<file path="src/rtl/flow_pkg.sv">
package flow_pkg;
  typedef enum logic {
    PAIR_RTS_CTS = 1'b0,
    PAIR_DTR_DSR = 1'b1
  } pair_sel_e;
endpackage

</file>
<file path="src/rtl/flow_sync.sv">
module flow_sync #(
  parameter int   WIDTH   = 2,
  parameter int   STAGES  = 2,
  parameter logic RST_VAL = 1'b1
) (
  input  logic             clk_i,
  input  logic             rst_ni,
  input  logic [WIDTH-1:0] d_i,
  output logic [WIDTH-1:0] q_o
);
  logic [WIDTH-1:0] stage_q [STAGES];

  for (genvar s = 0; s < STAGES; s++) begin : g_stage
    if (s == 0) begin : g_first
      always_ff @(posedge clk_i or negedge rst_ni) begin
        if (!rst_ni) stage_q[s] <= {WIDTH{RST_VAL}};
        else         stage_q[s] <= d_i;
      end
    end else begin : g_next
      always_ff @(posedge clk_i or negedge rst_ni) begin
        if (!rst_ni) stage_q[s] <= {WIDTH{RST_VAL}};
        else         stage_q[s] <= stage_q[s-1];
      end
    end
  end

  assign q_o = stage_q[STAGES-1];
endmodule

</file>
<file path="src/rtl/flow_rts_ctrl.sv">
module flow_rts_ctrl #(
  parameter int LEVEL_W = 7
) (
  input  logic               clk_i,
  input  logic               rst_ni,
  input  logic               en_i,
  input  logic [LEVEL_W-1:0] level_i,
  input  logic [LEVEL_W-1:0] trig_i,
  input  logic [LEVEL_W-1:0] hyst_i,
  output logic               hold_o,
  output logic               chg_o
);
  localparam int SUM_W = LEVEL_W + 1;

  logic [SUM_W-1:0] rel_sum;
  logic             hit, rel, hold_d, hold_q;

  // one extra bit so level + hyst cannot wrap
  assign rel_sum = {1'b0, level_i} + {1'b0, hyst_i};
  assign hit     = level_i >= trig_i;
  assign rel     = rel_sum < {1'b0, trig_i};

  always_comb begin
    hold_d = hold_q;
    if (!en_i)    hold_d = 1'b0;
    else if (hit) hold_d = 1'b1;
    else if (rel) hold_d = 1'b0;
  end

  always_ff @(posedge clk_i or negedge rst_ni) begin
    if (!rst_ni) hold_q <= 1'b0;
    else         hold_q <= hold_d;
  end

  assign hold_o = hold_q;
  assign chg_o  = hold_d ^ hold_q;
endmodule

</file>
<file path="src/rtl/flow_swfc.sv">
module flow_swfc #(
  parameter int CHAR_W = 8
) (
  input  logic              clk_i,
  input  logic              rst_ni,
  input  logic              en_i,
  input  logic              xon_any_i,
  input  logic              valid_i,
  input  logic [CHAR_W-1:0] char_i,
  input  logic [CHAR_W-1:0] xoff_char_i,
  input  logic [CHAR_W-1:0] xon_char_i,
  output logic              susp_o,
  output logic              xoff_hit_o
);
  logic susp_d, susp_q, is_xoff, is_xon;

  assign is_xoff    = en_i && valid_i && (char_i == xoff_char_i);
  assign is_xon     = en_i && valid_i && (char_i == xon_char_i);
  assign xoff_hit_o = is_xoff;

  always_comb begin
    susp_d = susp_q;
    if (!en_i)                            susp_d = 1'b0;
    else if (is_xoff)                     susp_d = 1'b1;
    else if (is_xon)                      susp_d = 1'b0;
    else if (valid_i && xon_any_i)        susp_d = 1'b0;
  end

  always_ff @(posedge clk_i or negedge rst_ni) begin
    if (!rst_ni) susp_q <= 1'b0;
    else         susp_q <= susp_d;
  end

  assign susp_o = susp_q;
endmodule

</file>
<file path="src/rtl/uart_flow_ctrl.sv">
module uart_flow_ctrl
  import flow_pkg::*;
#(
  parameter int LEVEL_W     = 7,
  parameter int CHAR_W      = 8,
  parameter int SYNC_STAGES = 2
) (
  input  logic               clk_i,
  input  logic               rst_ni,
  input  logic               auto_rts_en_i,
  input  logic               auto_cts_en_i,
  input  logic               pair_dtr_i,
  input  logic               rts_irq_en_i,
  input  logic               enh_en_i,
  input  logic               sw_flow_en_i,
  input  logic               xon_any_i,
  input  logic               mcr_rts_i,
  input  logic               mcr_dtr_i,
  input  logic [LEVEL_W-1:0] rx_level_i,
  input  logic [LEVEL_W-1:0] rx_trig_i,
  input  logic [LEVEL_W-1:0] rx_hyst_i,
  input  logic               rx_valid_i,
  input  logic [CHAR_W-1:0]  rx_char_i,
  input  logic [CHAR_W-1:0]  xoff_char_i,
  input  logic [CHAR_W-1:0]  xon_char_i,
  input  logic               cts_ni,
  input  logic               dsr_ni,
  input  logic               flag_clr_i,
  output logic               rts_no,
  output logic               dtr_no,
  output logic               tx_start_ok_o,
  output logic               rts_irq_o,
  output logic               xoff_irq_o
);
  localparam int NUM_MODEM_IN = 2;

  pair_sel_e                pair;
  logic [NUM_MODEM_IN-1:0]  modem_sync;
  logic                     hold_q, hold_chg, susp_q, xoff_hit;
  logic                     remote_off, hw_block, sw_en;
  logic                     rts_irq_q, xoff_irq_q;

  assign pair  = pair_sel_e'(pair_dtr_i);
  assign sw_en = enh_en_i && sw_flow_en_i;

  flow_sync #(
    .WIDTH   (NUM_MODEM_IN),
    .STAGES  (SYNC_STAGES),
    .RST_VAL (1'b1)
  ) u_sync (
    .clk_i  (clk_i),
    .rst_ni (rst_ni),
    .d_i    ({dsr_ni, cts_ni}),
    .q_o    (modem_sync)
  );

  flow_rts_ctrl #(.LEVEL_W(LEVEL_W)) u_rts (
    .clk_i   (clk_i),
    .rst_ni  (rst_ni),
    .en_i    (auto_rts_en_i),
    .level_i (rx_level_i),
    .trig_i  (rx_trig_i),
    .hyst_i  (rx_hyst_i),
    .hold_o  (hold_q),
    .chg_o   (hold_chg)
  );

  flow_swfc #(.CHAR_W(CHAR_W)) u_swfc (
    .clk_i       (clk_i),
    .rst_ni      (rst_ni),
    .en_i        (sw_en),
    .xon_any_i   (xon_any_i),
    .valid_i     (rx_valid_i),
    .char_i      (rx_char_i),
    .xoff_char_i (xoff_char_i),
    .xon_char_i  (xon_char_i),
    .susp_o      (susp_q),
    .xoff_hit_o  (xoff_hit)
  );

  // remote inputs are active low: a synced 1 means the peer is not ready
  assign remote_off = (pair == PAIR_DTR_DSR) ? modem_sync[1] : modem_sync[0];
  assign hw_block   = auto_cts_en_i && remote_off;

  // in-flight character is not affected; only new starts are gated
  assign tx_start_ok_o = !hw_block && !susp_q;

  assign rts_no = (auto_rts_en_i && pair == PAIR_RTS_CTS) ? hold_q : !mcr_rts_i;
  assign dtr_no = (auto_rts_en_i && pair == PAIR_DTR_DSR) ? hold_q : !mcr_dtr_i;

  // set wins over clear so no event is lost
  always_ff @(posedge clk_i or negedge rst_ni) begin
    if (!rst_ni) begin
      rts_irq_q  <= 1'b0;
      xoff_irq_q <= 1'b0;
    end else begin
      if (hold_chg && rts_irq_en_i) rts_irq_q <= 1'b1;
      else if (flag_clr_i)          rts_irq_q <= 1'b0;
      if (xoff_hit)                 xoff_irq_q <= 1'b1;
      else if (flag_clr_i)          xoff_irq_q <= 1'b0;
    end
  end

  assign rts_irq_o  = rts_irq_q;
  assign xoff_irq_o = xoff_irq_q;
endmodule

</file>
<file path="config.mk">
export PLATFORM = sky130hd
export DESIGN_NAME = uart_flow_ctrl
export DESIGN_NICKNAME = d
export VERILOG_FILES = /design/src/rtl/flow_pkg.sv /design/src/rtl/flow_sync.sv /design/src/rtl/flow_rts_ctrl.sv /design/src/rtl/flow_swfc.sv /design/src/rtl/uart_flow_ctrl.sv
export SDC_FILE = /design/constraint.sdc
export NUM_CORES = 1
export LEC_CHECK = 0
export ABC_AREA = 1
export BUFFER_PORTS_ARGS = -buffer_cell sky130_fd_sc_hd__buf_2
export CAP_MARGIN = 15
export CORE_UTILIZATION = 29
export DETAILED_ROUTE_END_ITERATION = 7
export GPL_ROUTABILITY_DRIVEN = 0
export PLACE_DENSITY = 0.63
export REMOVE_ABC_BUFFERS = 1
export SLEW_MARGIN = 20
export SYNTH_ARGS = -nofsm -noshare
export SYNTH_HDL_FRONTEND = slang
export SYNTH_HIERARCHICAL = 1
export SYNTH_SLANG_ARGS = --single-unit
</file>
<file path="constraint.sdc">
create_clock -name clk_i -period 1.24 [get_ports clk_i]
set_input_delay 0.124 -clock clk_i [delete_from_list [all_inputs] [get_ports clk_i]]
set_output_delay 0.124 -clock clk_i [all_outputs]
set_load 0.05 [all_outputs]
</file>
==> results.toml <==
[synthesis]
netlist_top_cells_area = "ha_1, nand2_1, inv_1"
synth_most_common_cell = "nand2_1"
ys_types = 23
synth_top_family_by_area = "simple AND/OR/NAND/NOR gates"
async_flop_share_pct = 100
syn_area_sq_mm = 0.00119
synth_fa_ha_area_share_pct = 22.6
synthXorXnorAreaFrac_pct = 8.07
yosys.area.top_type = "ha_1"
ys_top_cells_by_count = "nand2_1, inv_1, ha_1"
muxShareOfSynthArea_pct = 0
synthSimpleGateAreaFrac_pct = 26.7
syn_area_per_cell_sq_um = 6.38
yosysTopAreaCellShare_pct = 21.0
yosysWarnings = 6
synth_compound_area_share_pct = 11.2
netlist_instances = 187
synth_enable_flop_cells = 0
seq_area_frac_synth_pct = 17.2
ys_seq_elements = 8
synthFlopType = "dfstp_2"

[route]
drt_wl_total_um = 2900
drc = 0
drtPass1Iterations = 3
ant_nets = 0
post_drt_wl_per_cell_um = 8.95
vias = 1365
initialDrtViolationCount = 21
post_drt_via_cell_ratio = 4.21

[placement]
portBuffers = 64
placed_area_sq_mm = 0.00169
dp_hpwl_um = 2480
dp_slack_ns = -1.41

[worst_setup_path]
crit_chain = "buf_8 > ha_4 > fa_2 > nand3_2 > nand2_2 > nand2_1 > nand2_1 > a21oi_2 > xnor2_1 > ha_1 > nand2_2 > inv_2 > a21oi_2 > nand2_1 > nor2_1 > nand2_1 > nand2_1 > nand2_1 > nand2_1 > nand2_1 > nand2_1 > nand2_1 > o21ai_1"
crit_required_ns = 1.39
endpoint_kind = "flip-flop"
crit_path_max_fanout = 2
crit_arrival_ns = 2.36
crit_slowest_cell = "fa_2"
max_stage_delay_ns = 0.35
crit_top_cell = "nand2_1"
rrSetupSlack_ns = 0.29
rr_worst_depth = 7
rr_startpoint = "u_rts/hold_o"
critical-path-top-delay-family = "simple AND/OR/NAND/NOR gates"
crit_buf_inv = 2
worstSetupPathType = "primary input to flip-flop"
timing.rr.end = "rts_irq_o"
startpoint_type = "primary input"

[power_and_ir_drop]
ir_drop_mv = 0.531
leakage_uw = 0.00111
power.density_mw_per_mm2 = 711
p_total_uw = 1330

[sta]
finalCriticalPeriod_ns = 2.21
setup_slack_ns = -0.965
whs_ns = 0.102
rsz0062_at_grt = "true"
final_max_slew_viol_count = 0
slew_headroom_pct = 82.9
hold_viol = 0
period_share_pct = 178
setup_viol = 2
fin_skew_ns = 0.000951
tightestPinTransition_ns = 0.258
fmax_ghz = 0.453

[die]
die-area_sq_mm = 0.00438
io_pins = 65
rows = 22
die_x_um = 66.2
start_util_pct = 31.4
fp.dieH_um = 66.2
coreArea_sq_mm = 0.00380

[global_routing]
grt_pass1_vias = 1151
grt_first_pass_wirelength_um = 4600
antenna_found_initial = 0
grtUsageTotal_pct = 13.4
grt_max_degree = 9
grt-ovfl-total = 0

[hold_path]
min_to = "rts_irq_o"
min_from = "flag_clr_i"
hold_class = "primary input to flip-flop"
whs_path_depth = 2

[clocking]
cts_buffers = 3
path_clk_slew_ns = 0.04
tritoncts = "built"
cts_root_buf = "clkbuf_8"
cts_max_level = 1
cts_num_sinks = 8
clockBufferDepth = 2
clkLatencyLatePin_ns = 0.23

[status]
outcome = "finished with violations"
violations = "negative setup slack"

[final_layout]
num_antenna_cells = 0
drive_gt1_share_pct = 39.1
post-route-cell-area_sq_mm = 0.00186
final_core_util_pct = 49.1
nets = 358
areaGrowthSynthToFinish_pct = 56.2

[run]
cap_violations = 0
[worst max-delay path by stage]
| stage | end | startpoint | depth (start not counted) |
|---|---|---|---|
| 2_1_floorplan | rts_irq_o | rx_level_i[0] | 21 |
| 3_3_place_gp | rts_irq_o | rx_level_i[0] | 22 |
| 3_5_place_dp | rts_irq_o | rx_level_i[0] | 23 |
| 4_1_cts | rts_irq_o | rx_level_i[0] | 23 |
| 5_1_grt | rts_irq_o | rx_level_i[0] | 23 |
| 6_report | rts_irq_o | rx_level_i[0] | 23 |
[registers in the layout, indices dropped and copies added (netlist names)]
name,count
u_sync/q_o,2
u_swfc/susp_o,1
xoff_irq_o,1
u_rts/hold_o,1
u_sync/stage_q,2
rts_irq_o,1
[layer usage]
metal / GRT usage, % / vias to the layer above / wire, um
li1: - / 756 / -
met1: 17.4 / 575 / 1350
met2: 23.1 / 32 / 1390
met3: 3.62 / 2 / 146
met4: 0.798 / 0 / 14
met5: 0 / - / 0
[where the power goes]
group	switching [uW]	leakage, uW	internal (uW)
Sequential	12.0	0.0000942	285
Clock	103	0.0000228	223
Combinational	359	0.000990	344
Total	474	0.00111	852
[per-stage QoR]
stage,cells,setup TNS [ns]
after global routing,324,-2.20
after CTS,322,-1.96
after global placement,315,-2.58
final,324,-1.85
after detailed placement,315,-2.74
after floorplan,185,-2.27
[cell usage in the layout (no fill, tap or decap), drive strengths merged]
cell type and count:
dlygate4sd3 3, nand4 3, xor2 2, inv 40, dfrtp 4, ha 20, o21bai 1, clkinv 1
nand3 5, fa 1, clkbuf 4, buf 84, or2 1, o21ai 7, a21oi 14, a31oi 1
nor2 13, a21boi 1, nand2 58, xnor2 9, dfstp 4
[area by class of cell]
class | count | area [sq um]
Tap cell | 48 | 60.1
Multi-Input combinational cell | 136 | 873
Timing Repair Buffer | 87 | 526
Inverter | 41 | 154
Sequential cell | 8 | 206
Fill cell | 422 | 1930
Clock buffer | 4 | 45.0
[cells by family after synthesis]
| group | after synthesis |
|---|---|
| AND/OR/NAND/NOR | 80 |
| buffers and inverters | 43 |
| AO/OA/AOI/OAI | 24 |
| XOR/XNOR | 11 |
| adder cells (fa/ha/maj) | 21 |
| flip-flops | 8 |
[timing repair]
item / 4_1_cts / 5_1_grt
resized for setup: 11 / 11
setup buffers: 0 / 2
setup endpoints to repair: 3 / 5
hold endpoints to repair: 10 / 0
pin swaps: 16 / 18
hold buffers: 3 / 0
(Power assumes the default switching activity.)
